[src/rtl/boot_reset_pkg.sv]
package boot_reset_pkg;

    typedef enum logic [1:0] {
        ST_HOLD    = 2'd0,
        ST_RELOCK  = 2'd1,
        ST_RELEASE = 2'd2,
        ST_RUN     = 2'd3
    } seq_state_e;

endpackage

[src/rtl/boot_reset_sync.sv]
module boot_reset_sync #(
    parameter int STAGES = 2
) (
    input  logic clk_i,
    input  logic arst_n_i,
    output logic sync_n_o
);

    logic [STAGES-1:0] chain_q;

    generate
        if (STAGES == 1) begin : g_single
            always_ff @(posedge clk_i or negedge arst_n_i) begin
                if (!arst_n_i) chain_q <= 1'b0;
                else           chain_q <= 1'b1;
            end
        end else begin : g_multi
            always_ff @(posedge clk_i or negedge arst_n_i) begin
                if (!arst_n_i) chain_q <= '0;
                else           chain_q <= {chain_q[STAGES-2:0], 1'b1};
            end
        end
    endgenerate

    assign sync_n_o = chain_q[STAGES-1];

endmodule

[src/rtl/boot_reset_fsm.sv]
module boot_reset_fsm
    import boot_reset_pkg::*;
(
    input  logic clk_i,
    input  logic arst_n_i,
    input  logic sync_rel_i,
    input  logic lock_i,
    output logic rst_out_n_o,
    output logic core_rst_o,
    output logic bus_float_o,
    output logic cap_load_o
);

    seq_state_e state_q;
    seq_state_e state_d;

    // state register
    always_ff @(posedge clk_i or negedge arst_n_i) begin
        if (!arst_n_i) state_q <= ST_HOLD;
        else           state_q <= state_d;
    end

    // transitions
    always_comb begin
        state_d = state_q;
        unique case (state_q)
            ST_HOLD: begin
                if (sync_rel_i) state_d = ST_RELOCK;
            end
            ST_RELOCK: begin
                if (!sync_rel_i)  state_d = ST_HOLD;
                else if (lock_i)  state_d = ST_RELEASE;
            end
            ST_RELEASE: begin
                if (!sync_rel_i) state_d = ST_HOLD;
                else             state_d = ST_RUN;
            end
            ST_RUN: begin
                if (!sync_rel_i) state_d = ST_HOLD;
            end
            default: state_d = ST_HOLD;
        endcase
    end

    // outputs
    always_comb begin
        rst_out_n_o = 1'b0;
        core_rst_o  = 1'b1;
        bus_float_o = 1'b1;
        cap_load_o  = 1'b1;
        unique case (state_q)
            ST_HOLD, ST_RELOCK: begin
                rst_out_n_o = 1'b0;
                core_rst_o  = 1'b1;
                bus_float_o = 1'b1;
                cap_load_o  = 1'b1;
            end
            ST_RELEASE: begin
                rst_out_n_o = 1'b1;
                core_rst_o  = 1'b1;
                bus_float_o = 1'b1;
                cap_load_o  = 1'b0;
            end
            ST_RUN: begin
                rst_out_n_o = 1'b1;
                core_rst_o  = 1'b0;
                bus_float_o = 1'b0;
                cap_load_o  = 1'b0;
            end
            default: begin
                rst_out_n_o = 1'b0;
                core_rst_o  = 1'b1;
                bus_float_o = 1'b1;
                cap_load_o  = 1'b1;
            end
        endcase
    end

endmodule

[src/rtl/boot_reset_capture.sv]
module boot_reset_capture #(
    parameter int              CFG_W       = 16,
    parameter int              CMODE_W     = 2,
    parameter logic [CFG_W-1:0] DEFAULT_CFG = 16'hA5C3
) (
    input  logic               clk_i,
    input  logic               load_i,
    input  logic               from_pins_i,
    input  logic [CFG_W-1:0]   pins_i,
    input  logic [CMODE_W-1:0] mode_i,
    output logic [CFG_W-1:0]   cfg_o,
    output logic [CMODE_W-1:0] mode_o
);

    logic [CFG_W-1:0]   cfg_q;
    logic [CMODE_W-1:0] mode_q;
    logic [CFG_W-1:0]   cfg_sel;

    // per-bit source choice between pins and default
    generate
        for (genvar b = 0; b < CFG_W; b++) begin : g_bit
            assign cfg_sel[b] = from_pins_i ? pins_i[b] : DEFAULT_CFG[b];
        end
    endgenerate

    always_ff @(posedge clk_i) begin
        if (load_i) begin
            cfg_q  <= cfg_sel;
            mode_q <= mode_i;
        end
    end

    assign cfg_o  = cfg_q;
    assign mode_o = mode_q;

endmodule

[src/rtl/boot_reset_seq.sv]
module boot_reset_seq #(
    parameter int               CFG_W       = 16,
    parameter int               CMODE_W     = 2,
    parameter int               SYNC_STAGES = 2,
    parameter logic [CFG_W-1:0] DEFAULT_CFG = 16'hA5C3
) (
    input  logic               clk_i,
    input  logic               ext_rst_req_n_i,
    input  logic               pll_locked_i,
    input  logic               cfg_from_pins_i,
    input  logic [CMODE_W-1:0] clk_mode_strap_i,
    input  logic [CFG_W-1:0]   pin_data_i,
    output logic               rst_out_n_o,
    output logic               core_rst_o,
    output logic               bus_float_o,
    output logic [CFG_W-1:0]   boot_cfg_o,
    output logic [CMODE_W-1:0] clk_mode_o
);

    logic sync_rel;
    logic cap_load;

    boot_reset_sync #(.STAGES(SYNC_STAGES)) sync_i (
        .clk_i    (clk_i),
        .arst_n_i (ext_rst_req_n_i),
        .sync_n_o (sync_rel)
    );

    boot_reset_fsm fsm_i (
        .clk_i       (clk_i),
        .arst_n_i    (ext_rst_req_n_i),
        .sync_rel_i  (sync_rel),
        .lock_i      (pll_locked_i),
        .rst_out_n_o (rst_out_n_o),
        .core_rst_o  (core_rst_o),
        .bus_float_o (bus_float_o),
        .cap_load_o  (cap_load)
    );

    boot_reset_capture #(
        .CFG_W       (CFG_W),
        .CMODE_W     (CMODE_W),
        .DEFAULT_CFG (DEFAULT_CFG)
    ) cap_i (
        .clk_i       (clk_i),
        .load_i      (cap_load),
        .from_pins_i (cfg_from_pins_i),
        .pins_i      (pin_data_i),
        .mode_i      (clk_mode_strap_i),
        .cfg_o       (boot_cfg_o),
        .mode_o      (clk_mode_o)
    );

endmodule

[config.mk]
export PLATFORM = sky130hd
export DESIGN_NAME = boot_reset_seq
export DESIGN_NICKNAME = d
export VERILOG_FILES = /design/src/rtl/boot_reset_pkg.sv /design/src/rtl/boot_reset_sync.sv /design/src/rtl/boot_reset_fsm.sv /design/src/rtl/boot_reset_capture.sv /design/src/rtl/boot_reset_seq.sv
export SDC_FILE = /design/constraint.sdc
export NUM_CORES = 1
export LEC_CHECK = 0
export BUFFER_PORTS_ARGS = -buffer_cell sky130_fd_sc_hd__buf_2
export CORE_ASPECT_RATIO = 1.2
export CORE_MARGIN = 5
export CORE_UTILIZATION = 35
export DETAILED_ROUTE_END_ITERATION = 7
export HOLD_SLACK_MARGIN = 0.06
export PLACE_DENSITY = 0.76
export SYNTH_ARGS = -nofsm -noshare
export SYNTH_HDL_FRONTEND = slang
export SYNTH_SLANG_ARGS = --single-unit
[constraint.sdc]
create_clock -name clk_i -period 1.5 [get_ports clk_i]
set_input_delay 0 -clock clk_i [delete_from_list [all_inputs] [get_ports clk_i]]
set_output_delay 0 -clock clk_i [all_outputs]
set_load 0.01 [all_outputs]
==> results.tsv <==
metric	value	unit
regToRegSetupSlack	0.47	ns
hold_path.class	input pin to register	
criticalPathCategory	input pin to register	
number_of_inserted_filler_cells_in_the_final_layout	201	
ys_seq_area_frac	0.808	
critPathArrivalTime	1.36	ns
final.hold.worst_slack	0.0677	ns
ios	43	
ant_nets	0	
synth.net_count	70	
startpoint_type_of_the_worst_setup_path	input pin	
hpwlAfterDp	1120	um
drive_above_1_share	0.409	
grt-ovfl-total	0	
routabilityCongestion	0.615	
max_freq	767	MHz
dpl-instance-area	1030	um^2
clock_path_buffers	2	
drt_first_pass_iters	2	
min_period_over_period	0.870	
drc	0	
grt.total_usage	0.0959	
area_growth	63.6	%
die_w	53.5	um
cts.repair.resized	0	
critical-path-top-cell-by-count	sky130_fd_sc_hd__dlygate4sd3_1	
maxCapViolCount	0	
initial_core_util	0.355	
worst_path_buffer_plus_inverter_count	3	
worst_ir_drop_vdd	0.466	mV
r2r_end	cap_i.cfg_o[8]$_SDFFCE_PN1N_	
min_path_cells	2	
routed_wirelength	1610	um
vias	583	
pre_cts_ws	0.482	ns
synth_cells	48	
synth_cell_types	13	
max_stage_delay	0.56	ns
numCtsBuffers	3	
power.static_leakage	0.572	nW
placement.io_buffers	42	
antenna_found_initial	0	
yosys_warnings	0	
syn-mean-instance-area	16.5	um^2
diodes	0	
cts_num_sinks	22	
outcome	completed	
post_drt_wl_per_cell	11.0	um
first_global_vias	558	
final.setup.worst_slack	0.195	ns
timing_hold_violations_final	0	
totalNegativeSetupSlack	0	ns
setup_viol	0	
tritoncts	built	
sequential_cell_area_in_the_final_layout	641	um^2
critPathTopFamily	buffers and inverters	
core	2230	um^2
routed_via_count_divided_by_cell_count	3.99	
skew	0.00497	ns
min-delay-start	cfg_from_pins_i	
nNetsFinal	138	
die_area	3320	um^2
die-height	62.2	um
cp_data_required_time	1.55	ns
row_count	19	
grt_start_max_net_pins	20	
cts_root_buf	sky130_fd_sc_hd__clkbuf_4	
h_tree_levels	1	
largest_fanout_on_the_critical_path	1	
clock_insertion_delay_worst_skew	0.29	ns
synth.ff_latch_count	22	
post_cts_setup_buffer_count	0	
endpoint_kind	register	
maxSlewViolCount	0	
multi_input_comb_area	126	um^2
grt_first_pass_wirelength	2290	um
grt_setup_unrepaired	false	
min_period	1.30	ns
worstPathCellList	dlygate4sd3_1 > buf_2 > nand2b_1 > dlygate4sd3_1	
cellPowerDensity	929	nW/um^2
timing.critical_path.slowest_stage_cell	sky130_fd_sc_hd__dlygate4sd3_1	
stdcell_area	1300	um^2
worstSetupStartpoint	pin_data_i[6]	
regToRegStartpoint	fsm_i.state_q[1]$_DFFE_PN0P_	
worst_r2r_path_depth	2	
number_of_violations_reported_at_the_end_of_detailed_routing_iteration_0	4	
syn_std_cell_area	793	um^2
hold-path-endpoint	cap_i.cfg_o[10]$_SDFFCE_PN1N_	
cts.reportedPaths.clkPinSlew	0.11	ns
[placed cells by master (no fill, tap or decap)]
cell type / n
sky130_fd_sc_hd__buf_2: 42
sky130_fd_sc_hd__edfxtp_1: 18
sky130_fd_sc_hd__nor2_1: 1
sky130_fd_sc_hd__or2b_1: 3
sky130_fd_sc_hd__clkbuf_4: 3
sky130_fd_sc_hd__buf_4: 1
sky130_fd_sc_hd__and2_1: 8
sky130_fd_sc_hd__a21oi_1: 1
sky130_fd_sc_hd__inv_1: 2
sky130_fd_sc_hd__nand2b_1: 5
sky130_fd_sc_hd__clkbuf_8: 1
sky130_fd_sc_hd__conb_1: 1
sky130_fd_sc_hd__a31oi_1: 1
sky130_fd_sc_hd__dlygate4sd3_1: 23
sky130_fd_sc_hd__nand2_1: 1
sky130_fd_sc_hd__dfrtp_1: 4
[area by class of cell]
type	count	area share
Multi-Input combinational cell	21	0.0974
Sequential cell	22	0.494
Inverter	2	0.00579
Clock buffer	4	0.0280
Tap cell	31	0.0299
Timing Repair Buffer	66	0.345
[report_power, final]
group | internal (mW) | leakage (nW) | switching (mW) | total [mW]
Clock | 0.148 | 0.0210 | 0.155 | 0.303
Combinational | 0.101 | 0.319 | 0.0769 | 0.178
Sequential | 0.712 | 0.231 | 0.0123 | 0.724
Total | 0.960 | 0.572 | 0.245 | 1.21
[per-layer routing]
metal | share of wire | vias up | wire length [um] | GRT usage
li1 | - | 293 | - | -
met1 | 0.37 | 261 | 593 | 0.0892
met2 | 0.53 | 27 | 848 | 0.175
met3 | 0.098 | 2 | 158 | 0.0239
met4 | 0.0050 | 0 | 8 | 0.0575
met5 | 0 | - | 0 | 0
[cells in the mapped netlist]
| library cell | instances | area (um^2) |
|---|---|---|
| sky130_fd_sc_hd__a21oi_1 | 1 | 5.00 |
| sky130_fd_sc_hd__a31oi_1 | 1 | 6.26 |
| sky130_fd_sc_hd__and2_1 | 8 | 50.1 |
| sky130_fd_sc_hd__buf_4 | 2 | 15.0 |
| sky130_fd_sc_hd__clkbuf_1 | 1 | 3.75 |
| sky130_fd_sc_hd__conb_1 | 1 | 3.75 |
| sky130_fd_sc_hd__dfrtp_1 | 4 | 100 |
| sky130_fd_sc_hd__edfxtp_1 | 18 | 541 |
| sky130_fd_sc_hd__inv_1 | 2 | 7.51 |
| sky130_fd_sc_hd__nand2_1 | 1 | 3.75 |
| sky130_fd_sc_hd__nand2b_1 | 5 | 31.3 |
| sky130_fd_sc_hd__nor2_1 | 1 | 3.75 |
| sky130_fd_sc_hd__or2b_1 | 3 | 22.5 |
[cell families (layout without fill, tap and decap cells)]
| logic type | Yosys count | count (layout) | synth area share |
|---|---|---|---|
| and+or+nand+nor | 18 | 18 | 0.140 |
| DFF | 22 | 22 | 0.808 |
| buffers and inverters | 5 | 72 | 0.0331 |
| other | 1 | 1 | 0.00473 |
| AOI/OAI and AO/OA | 2 | 2 | 0.0142 |
[registers in the layout (all words and copies together), names as in the netlist]
name,flops
cap_i.cfg_o,16
fsm_i.state_q,2
sync_i.chain_q,2
cap_i.mode_o,2
[through the flow]
stage,total power [mW],std cells,util
after detailed placement,0.871,119,0.461
final,1.21,146,0.581
after global placement,0.866,119,0.461
after global routing,1.26,146,0.581
after CTS,1.22,146,0.581
after floorplan,0.798,48,-
[repair_timing]
action                                  in CTS  in global routing
hold endpoints to repair                    24                  0
endpoints found under the setup margin       0                  0
hold buffers                                23                  0
[how the worst max path moves through the flow]
stage / endpoint / cells after the start
after floorplan: cap_i.cfg_o[0]$_SDFFCE_PN1N_ / 1
after global placement: cap_i.cfg_o[14]$_SDFFCE_PN0N_ / 2
after detailed placement: cap_i.cfg_o[9]$_SDFFCE_PN0N_ / 2
after CTS: cap_i.cfg_o[6]$_SDFFCE_PN1N_ / 4
after global routing: cap_i.cfg_o[6]$_SDFFCE_PN1N_ / 4
final: cap_i.cfg_o[6]$_SDFFCE_PN1N_ / 4
Power figures use the tool's default switching activity.
